File: src/rtl/trk_dedup_pkg.sv
package trk_dedup_pkg;

    typedef enum logic [0:0] {
        ST_FILL  = 1'b0,
        ST_FLUSH = 1'b1
    } dedup_state_e;

endpackage

File: src/rtl/trk_dedup_pair.sv
module trk_dedup_pair #(
    parameter int NLAYER = 8,
    parameter int HIT_W  = 6,
    parameter int QUAL_W = 8,
    parameter int CNT_W  = 4
) (
    input  logic                     live,
    input  logic [NLAYER*HIT_W-1:0]  old_hit,
    input  logic [NLAYER-1:0]        old_pres,
    input  logic [QUAL_W-1:0]        old_chi,
    input  logic [NLAYER*HIT_W-1:0]  new_hit,
    input  logic [NLAYER-1:0]        new_pres,
    input  logic [QUAL_W-1:0]        new_chi,
    input  logic [CNT_W-1:0]         share_min,
    output logic                     is_dup,
    output logic                     new_better
);

    logic [CNT_W-1:0] shared;

    // Count layers where both candidates hold the same hit.
    always_comb begin
        shared = '0;
        for (int l = 0; l < NLAYER; l++) begin
            if (old_pres[l] && new_pres[l] &&
                (old_hit[l*HIT_W +: HIT_W] == new_hit[l*HIT_W +: HIT_W])) begin
                shared = shared + CNT_W'(1);
            end
        end
    end

    assign is_dup     = live && (shared >= share_min);
    assign new_better = new_chi < old_chi;

endmodule

File: src/rtl/trk_dedup_pick.sv
module trk_dedup_pick #(
    parameter int DEPTH = 4,
    parameter int SEQ_W = 8,
    parameter int IDX_W = 2
) (
    input  logic [DEPTH-1:0]       live,
    input  logic [DEPTH*SEQ_W-1:0] seq_flat,
    output logic                   any,
    output logic [IDX_W-1:0]       idx
);

    logic [SEQ_W-1:0] best;

    // Oldest live slot: smallest arrival stamp.
    always_comb begin
        any  = 1'b0;
        idx  = '0;
        best = '0;
        for (int i = 0; i < DEPTH; i++) begin
            if (live[i] && (!any || (seq_flat[i*SEQ_W +: SEQ_W] < best))) begin
                any  = 1'b1;
                idx  = IDX_W'(i);
                best = seq_flat[i*SEQ_W +: SEQ_W];
            end
        end
    end

endmodule

File: src/rtl/trk_dedup.sv
module trk_dedup
    import trk_dedup_pkg::*;
#(
    parameter int NLAYER = 8,
    parameter int HIT_W  = 6,
    parameter int QUAL_W = 8,
    parameter int DEPTH  = 4,
    parameter int SEQ_W  = 8,
    parameter int OVF_W  = 8,
    localparam int CNT_W  = $clog2(NLAYER + 1),
    localparam int HITS_W = NLAYER * HIT_W
) (
    input  logic              clk,
    input  logic              rst_n,
    input  logic [CNT_W-1:0]  cfg_share_min,
    input  logic              in_valid,
    input  logic              in_eor,
    input  logic [HITS_W-1:0] in_hit,
    input  logic [NLAYER-1:0] in_present,
    input  logic [QUAL_W-1:0] in_chi,
    output logic              in_ready,
    output logic              out_valid,
    output logic              out_eor,
    output logic [HITS_W-1:0] out_hit,
    output logic [NLAYER-1:0] out_present,
    output logic [QUAL_W-1:0] out_chi,
    output logic [OVF_W-1:0]  drop_count
);

    localparam int IDX_W = (DEPTH > 1) ? $clog2(DEPTH) : 1;

    dedup_state_e state_q, state_d;

    logic [HITS_W-1:0]  buf_hit  [DEPTH];
    logic [NLAYER-1:0]  buf_pres [DEPTH];
    logic [QUAL_W-1:0]  buf_chi  [DEPTH];
    logic [DEPTH*SEQ_W-1:0] buf_seq;
    logic [DEPTH-1:0]   live;
    logic [SEQ_W-1:0]   seq_ctr;

    logic [DEPTH-1:0]   dup_vec, win_vec;
    logic               accept, any_dup, beats_all, have_free;
    logic [IDX_W-1:0]   free_idx, dup_idx, store_idx;
    logic               do_store, do_ovf;
    logic [DEPTH-1:0]   evict_mask;
    logic               pick_any;
    logic [IDX_W-1:0]   pick_idx;

    // One comparator per retained slot.
    for (genvar g = 0; g < DEPTH; g++) begin : g_slot
        trk_dedup_pair #(
            .NLAYER(NLAYER), .HIT_W(HIT_W), .QUAL_W(QUAL_W), .CNT_W(CNT_W)
        ) u_pair (
            .live      (live[g]),
            .old_hit   (buf_hit[g]),
            .old_pres  (buf_pres[g]),
            .old_chi   (buf_chi[g]),
            .new_hit   (in_hit),
            .new_pres  (in_present),
            .new_chi   (in_chi),
            .share_min (cfg_share_min),
            .is_dup    (dup_vec[g]),
            .new_better(win_vec[g])
        );
    end

    trk_dedup_pick #(.DEPTH(DEPTH), .SEQ_W(SEQ_W), .IDX_W(IDX_W)) u_pick (
        .live    (live),
        .seq_flat(buf_seq),
        .any     (pick_any),
        .idx     (pick_idx)
    );

    assign accept    = in_ready && in_valid;
    assign any_dup   = |dup_vec;
    assign beats_all = &(win_vec | ~dup_vec);
    assign have_free = ~&live;

    // Lowest free slot and lowest duplicate slot.
    always_comb begin
        free_idx = '0;
        dup_idx  = '0;
        for (int i = DEPTH - 1; i >= 0; i--) begin
            if (!live[i])   free_idx = IDX_W'(i);
            if (dup_vec[i]) dup_idx  = IDX_W'(i);
        end
    end

    // Keep / replace / discard decision for the offered candidate.
    always_comb begin
        do_store   = 1'b0;
        do_ovf     = 1'b0;
        store_idx  = free_idx;
        evict_mask = '0;
        if (accept) begin
            if (any_dup) begin
                if (beats_all) begin
                    evict_mask = dup_vec;
                    do_store   = 1'b1;
                    store_idx  = dup_idx;
                end
            end else if (have_free) begin
                do_store = 1'b1;
            end else begin
                do_ovf = 1'b1;
            end
        end
    end

    // State register.
    always_ff @(posedge clk) begin
        if (!rst_n) state_q <= ST_FILL;
        else        state_q <= state_d;
    end

    // Next state.
    always_comb begin
        state_d = state_q;
        unique case (state_q)
            ST_FILL:  if (in_eor)    state_d = ST_FLUSH;
            ST_FLUSH: if (!pick_any) state_d = ST_FILL;
            default:                 state_d = ST_FILL;
        endcase
    end

    // Outputs.
    always_comb begin
        in_ready    = 1'b0;
        out_valid   = 1'b0;
        out_eor     = 1'b0;
        out_hit     = buf_hit[pick_idx];
        out_present = buf_pres[pick_idx];
        out_chi     = buf_chi[pick_idx];
        unique case (state_q)
            ST_FILL:  in_ready = 1'b1;
            ST_FLUSH: begin
                out_valid = pick_any;
                out_eor   = !pick_any;
            end
            default: ;
        endcase
    end

    // Slot occupancy, arrival stamps, overflow counter.
    always_ff @(posedge clk) begin
        if (!rst_n) begin
            live       <= '0;
            seq_ctr    <= '0;
            buf_seq    <= '0;
            drop_count <= '0;
        end else if (state_q == ST_FILL) begin
            live <= (live & ~evict_mask) |
                    (do_store ? (DEPTH'(1) << store_idx) : '0);
            if (do_store) buf_seq[store_idx*SEQ_W +: SEQ_W] <= seq_ctr;
            if (accept)   seq_ctr <= seq_ctr + SEQ_W'(1);
            if (do_ovf && (drop_count != '1)) drop_count <= drop_count + OVF_W'(1);
        end else begin
            if (pick_any) live[pick_idx] <= 1'b0;
            else          seq_ctr        <= '0;
        end
    end

    // Candidate payload storage.
    always_ff @(posedge clk) begin
        if (do_store) begin
            buf_hit[store_idx]  <= in_hit;
            buf_pres[store_idx] <= in_present;
            buf_chi[store_idx]  <= in_chi;
        end
    end

endmodule

File: config.mk
export PLATFORM = sky130hd
export DESIGN_NAME = trk_dedup
export DESIGN_NICKNAME = d
export VERILOG_FILES = /design/src/rtl/trk_dedup_pkg.sv /design/src/rtl/trk_dedup_pair.sv /design/src/rtl/trk_dedup_pick.sv /design/src/rtl/trk_dedup.sv
export SDC_FILE = /design/constraint.sdc
export NUM_CORES = 1
export LEC_CHECK = 0
export CAP_MARGIN = 5
export CORE_ASPECT_RATIO = 0.8
export CORE_MARGIN = 5
export CORE_UTILIZATION = 54
export DETAILED_ROUTE_END_ITERATION = 7
export PLACE_DENSITY_LB_ADDON = 0.3
export SLEW_MARGIN = 10
export SYNTH_ARGS = -nofsm -noshare
export SYNTH_HDL_FRONTEND = slang
export SYNTH_SLANG_ARGS = --single-unit
File: constraint.sdc
create_clock -name clk -period 9.5 [get_ports clk]
set_clock_uncertainty 0.2 [all_clocks]
set_input_delay 2.375 -clock clk [delete_from_list [all_inputs] [get_ports clk]]
set_output_delay 2.375 -clock clk [all_outputs]
set_load 0.005 [all_outputs]
==> impl_metrics.csv <==
group,metric,value,unit
clocking,cts_htree_levels,2,
floorplanning,die_y,174.2,um
synth,synth_area,18210,um2
critical_path,critPathKind,"in2reg",
route,drc,0,
timing,hold_ws,273.4,ps
global_route,grt_pass1_wl,74.08,mm
synth,yosysTopAreaCell,"edfxtp_1",
route,wl,49.91,mm
clocking,cts_tree,"yes",
clocking,cts-buffers-inserted,34,
run,max_cap_viol_count,0,
clocking,cts_sinks,309,
final_layout,nFillCells,2461,
timing,slew_violations,0,
critical_path,cp_top_family,"simple AND/OR/NAND/NOR gates",
floorplanning,die_x,215.3,um
placement,dp.final_hpwl,32.94,mm
placement,dp.cells,2364,
route,drt_iter0_drc,1218,
power,leakagePower,0.008903,uW
synth,synthCells,1715,
final_layout,layout_common_cells,"256 x edfxtp_1, 212 x nand2_1, 146 x clkdlybuf4s50_1, 142 x xnor2_1, 124 x xor2_1",
timing,finalCritPeriodShare,0.9756,
synth,synth_enable_flop_cells,256,
timing,setup_viol,0,
floorplanning,ios,147,
global_route,grt_max_degree,95,
route,routed-via-count,14347,
critical_path,cp_common_cell,"a21o_1",
power,clkPwrFrac,0.388,
worst_hold_path,hold_class,"reg2reg",
synth,yosys_most_used_dff,"edfxtp_1",
clocking,cts-root-buf,"clkbuf_16",
status,status,"complete, no violations",
critical_path,critPathRequiredTime,9530,ps
route,viasPerCell,5.844,
synth,yosysUniqueCellTypes,70,
route,detail_route.wl_per_cell,20.33,um
power,power_frac_seq,0.473,
synth,ys_seq_elements,309,
global_route,grt_usage,0.2410,
floorplanning,coreArea,33480,um2
floorplanning,die_area,37510,um2
final_layout,layout_commonest_cell,"edfxtp_1",
clocking,clock_latency,530,ps
critical_path,cp_slowest_cell,"clkdlybuf4s50_1",
power,p_comb_frac,0.139,
timing,timing.slew.headroom,0.2708,
synth,async_flop_share,0,
global_route,grt_overflow,0,
floorplanning,num_rows,60,
synth,ys_warn_count,0,
power,p_int,2450,uW
global_route,antenna_found_initial,1,
critical_path,crit_fanout,7,
floorplanning,initial_utilization,0.5438,
critical_path,crit_buf_inv,4,
critical_path,critPathLaunchType,"input pin",
power,ir_drop,154.7,uV
placement,port_buffers,146,
timing,tightest_slew,1094,ps
clocking,cts_buffer_depth,3,
final_layout,finalNonFillerCells,2455,
clocking,clkTransAtPathRegs,60,ps
power,powerDensity,141.5,nW/um2
route,first_pass_iters,5,
synth,ys_seq_area_frac,0.4805,
synth,yosys.area.top_type_share,0.4222,
synth,syn_area_per_cell,10.62,um2
timing,clock.fmax,107.9,MHz
route,drtAntennaViolNets,0,
placement,gp_congestion,0.8684,
final_layout,fin_nets,2178,
final_layout,syn_to_final_growth,25.96,%
synth,synth.area.top_cells,"edfxtp_1 42%, ha_1 7.5%, xnor2_1 6.8%, xor2_1 6.1%, dfxtp_1 5.8%",
final_layout,multiInputGateArea,9254,um2
critical_path,cp.arrival,9300,ps
timing,worst_slack,232.1,ps
critical_path,max_stage_delay,460,ps
timing,hold_viol_final,0,
global_route,grt_pass1_vias,13960,
synth,synth_fp_nets,1896,
timing,fin_crit,9268,ps
power,switching_share,0.2448,
final_layout,drive_gt1_frac,0.1584,
final_layout,regArea,8752,um2
critical_path,critPathCaptureType,"flip-flop",
power,p_switching,794.1,uW
placement,pre_cts_ws,-597.5,ps
==> synth_stat cells (24+ instances only) <==
cell,count
o21ai_0,50
nor2_1,113
a31oi_1,49
nor3_1,24
xnor2_1,142
nand3_1,46
a21o_1,25
a21oi_1,40
nand2_1,216
edfxtp_1,256
xor2_1,126
dfxtp_1,53
inv_1,89
clkbuf_1,40
ha_1,109
o2bb2ai_1,25
nand4_1,40
mux2_2,52
o211ai_1,36
==> area by class of cell <==
| class | count | share of cell area |
|---|---|---|
| well taps | 434 | 0.02368 |
| multi-input cells | 1263 | 0.4035 |
| diodes | 1 | 0.0001091 |
| clock inverters | 12 | 0.002673 |
| flip-flops and latches | 309 | 0.3816 |
| inverters | 89 | 0.01506 |
| repair buffers | 300 | 0.1309 |
| clock buffers | 47 | 0.04245 |
==> power groups by stage <==
| stage | registers, uW | logic (uW) | clock network (uW) |
|---|---|---|---|
| floorplan | 1560 | 205 | 0 |
| CTS | 1540 | 430 | 1270 |
| global route | 1540 | 486 | 1330 |
| finish | 1540 | 451 | 1260 |
| detailed placement | 1560 | 425 | 0 |
| global placement | 1560 | 416 | 0 |
==> registers in the layout, summed over array words and instances (netlist names) <==
signal,count
buf_pres,32
live,4
state_q,1
buf_seq,32
buf_hit,192
buf_chi,32
drop_count,8
seq_ctr,8
==> routing by layer <==
layer,vias up,routed length (um),track usage
li1,6745,-,-
met1,6942,21680,0.3443
met2,577,22830,0.3799
met3,83,4101,0.04475
met4,0,1302,0.06745
met5,-,0,0
==> worst register-to-register path: cells and delay by family (launching register included) <==
family,cells,cell delay [ps]
fa+ha+maj,6,1500
xor+xnor,3,460
buf+inv,3,440
mux,1,290
simple gates,9,1950
flops,1,410
compound gates,11,1830
==> stage by stage <==
stage               setup TNS, ps  cell area [um2]  total power (uW)    util
floorplan                   -2032            18350              1763       -
global placement          -113820            21240              1977  0.6344
detailed placement        -161690            21240              1988  0.6344
CTS                             0            22300              3236  0.6661
global route               -12410            22930              3354  0.6849
finish                          0            22930              3244  0.6849
==> worst paths after layout <==
| kind | startpoint | end | slack, ps | depth (start not counted) |
|---|---|---|---|---|
| max | in_hit[0] | buf_hit[3][11] | 230 | 34 |
| min | buf_seq[31] | buf_seq[31] | 270 | 1 |
| max reg2reg | buf_hit[2][2] | buf_hit[3][11] | 2130 | 33 |
| min reg2reg | buf_seq[31] | buf_seq[31] | 270 | 1 |
==> logic make-up after synthesis <==
group | synth area share
adder cells (fa/ha/maj) | 0.07491
AO/OA/AOI/OAI | 0.1026
XOR/XNOR | 0.1320
flip-flops | 0.4805
multiplexers | 0.03821
buffers and inverters | 0.03106
AND/OR/NAND/NOR | 0.1407
==> timing repair <==
action | CTS | global route
pin swaps | 1 | 16
buffers inserted | 1 | 14
hold buffers | 0 | 0
cloned | 0 | 16
setup endpoints to repair | 298 | 363
resized for setup | 4 | 45
Note: power is estimated with default switching activity, not from simulation.
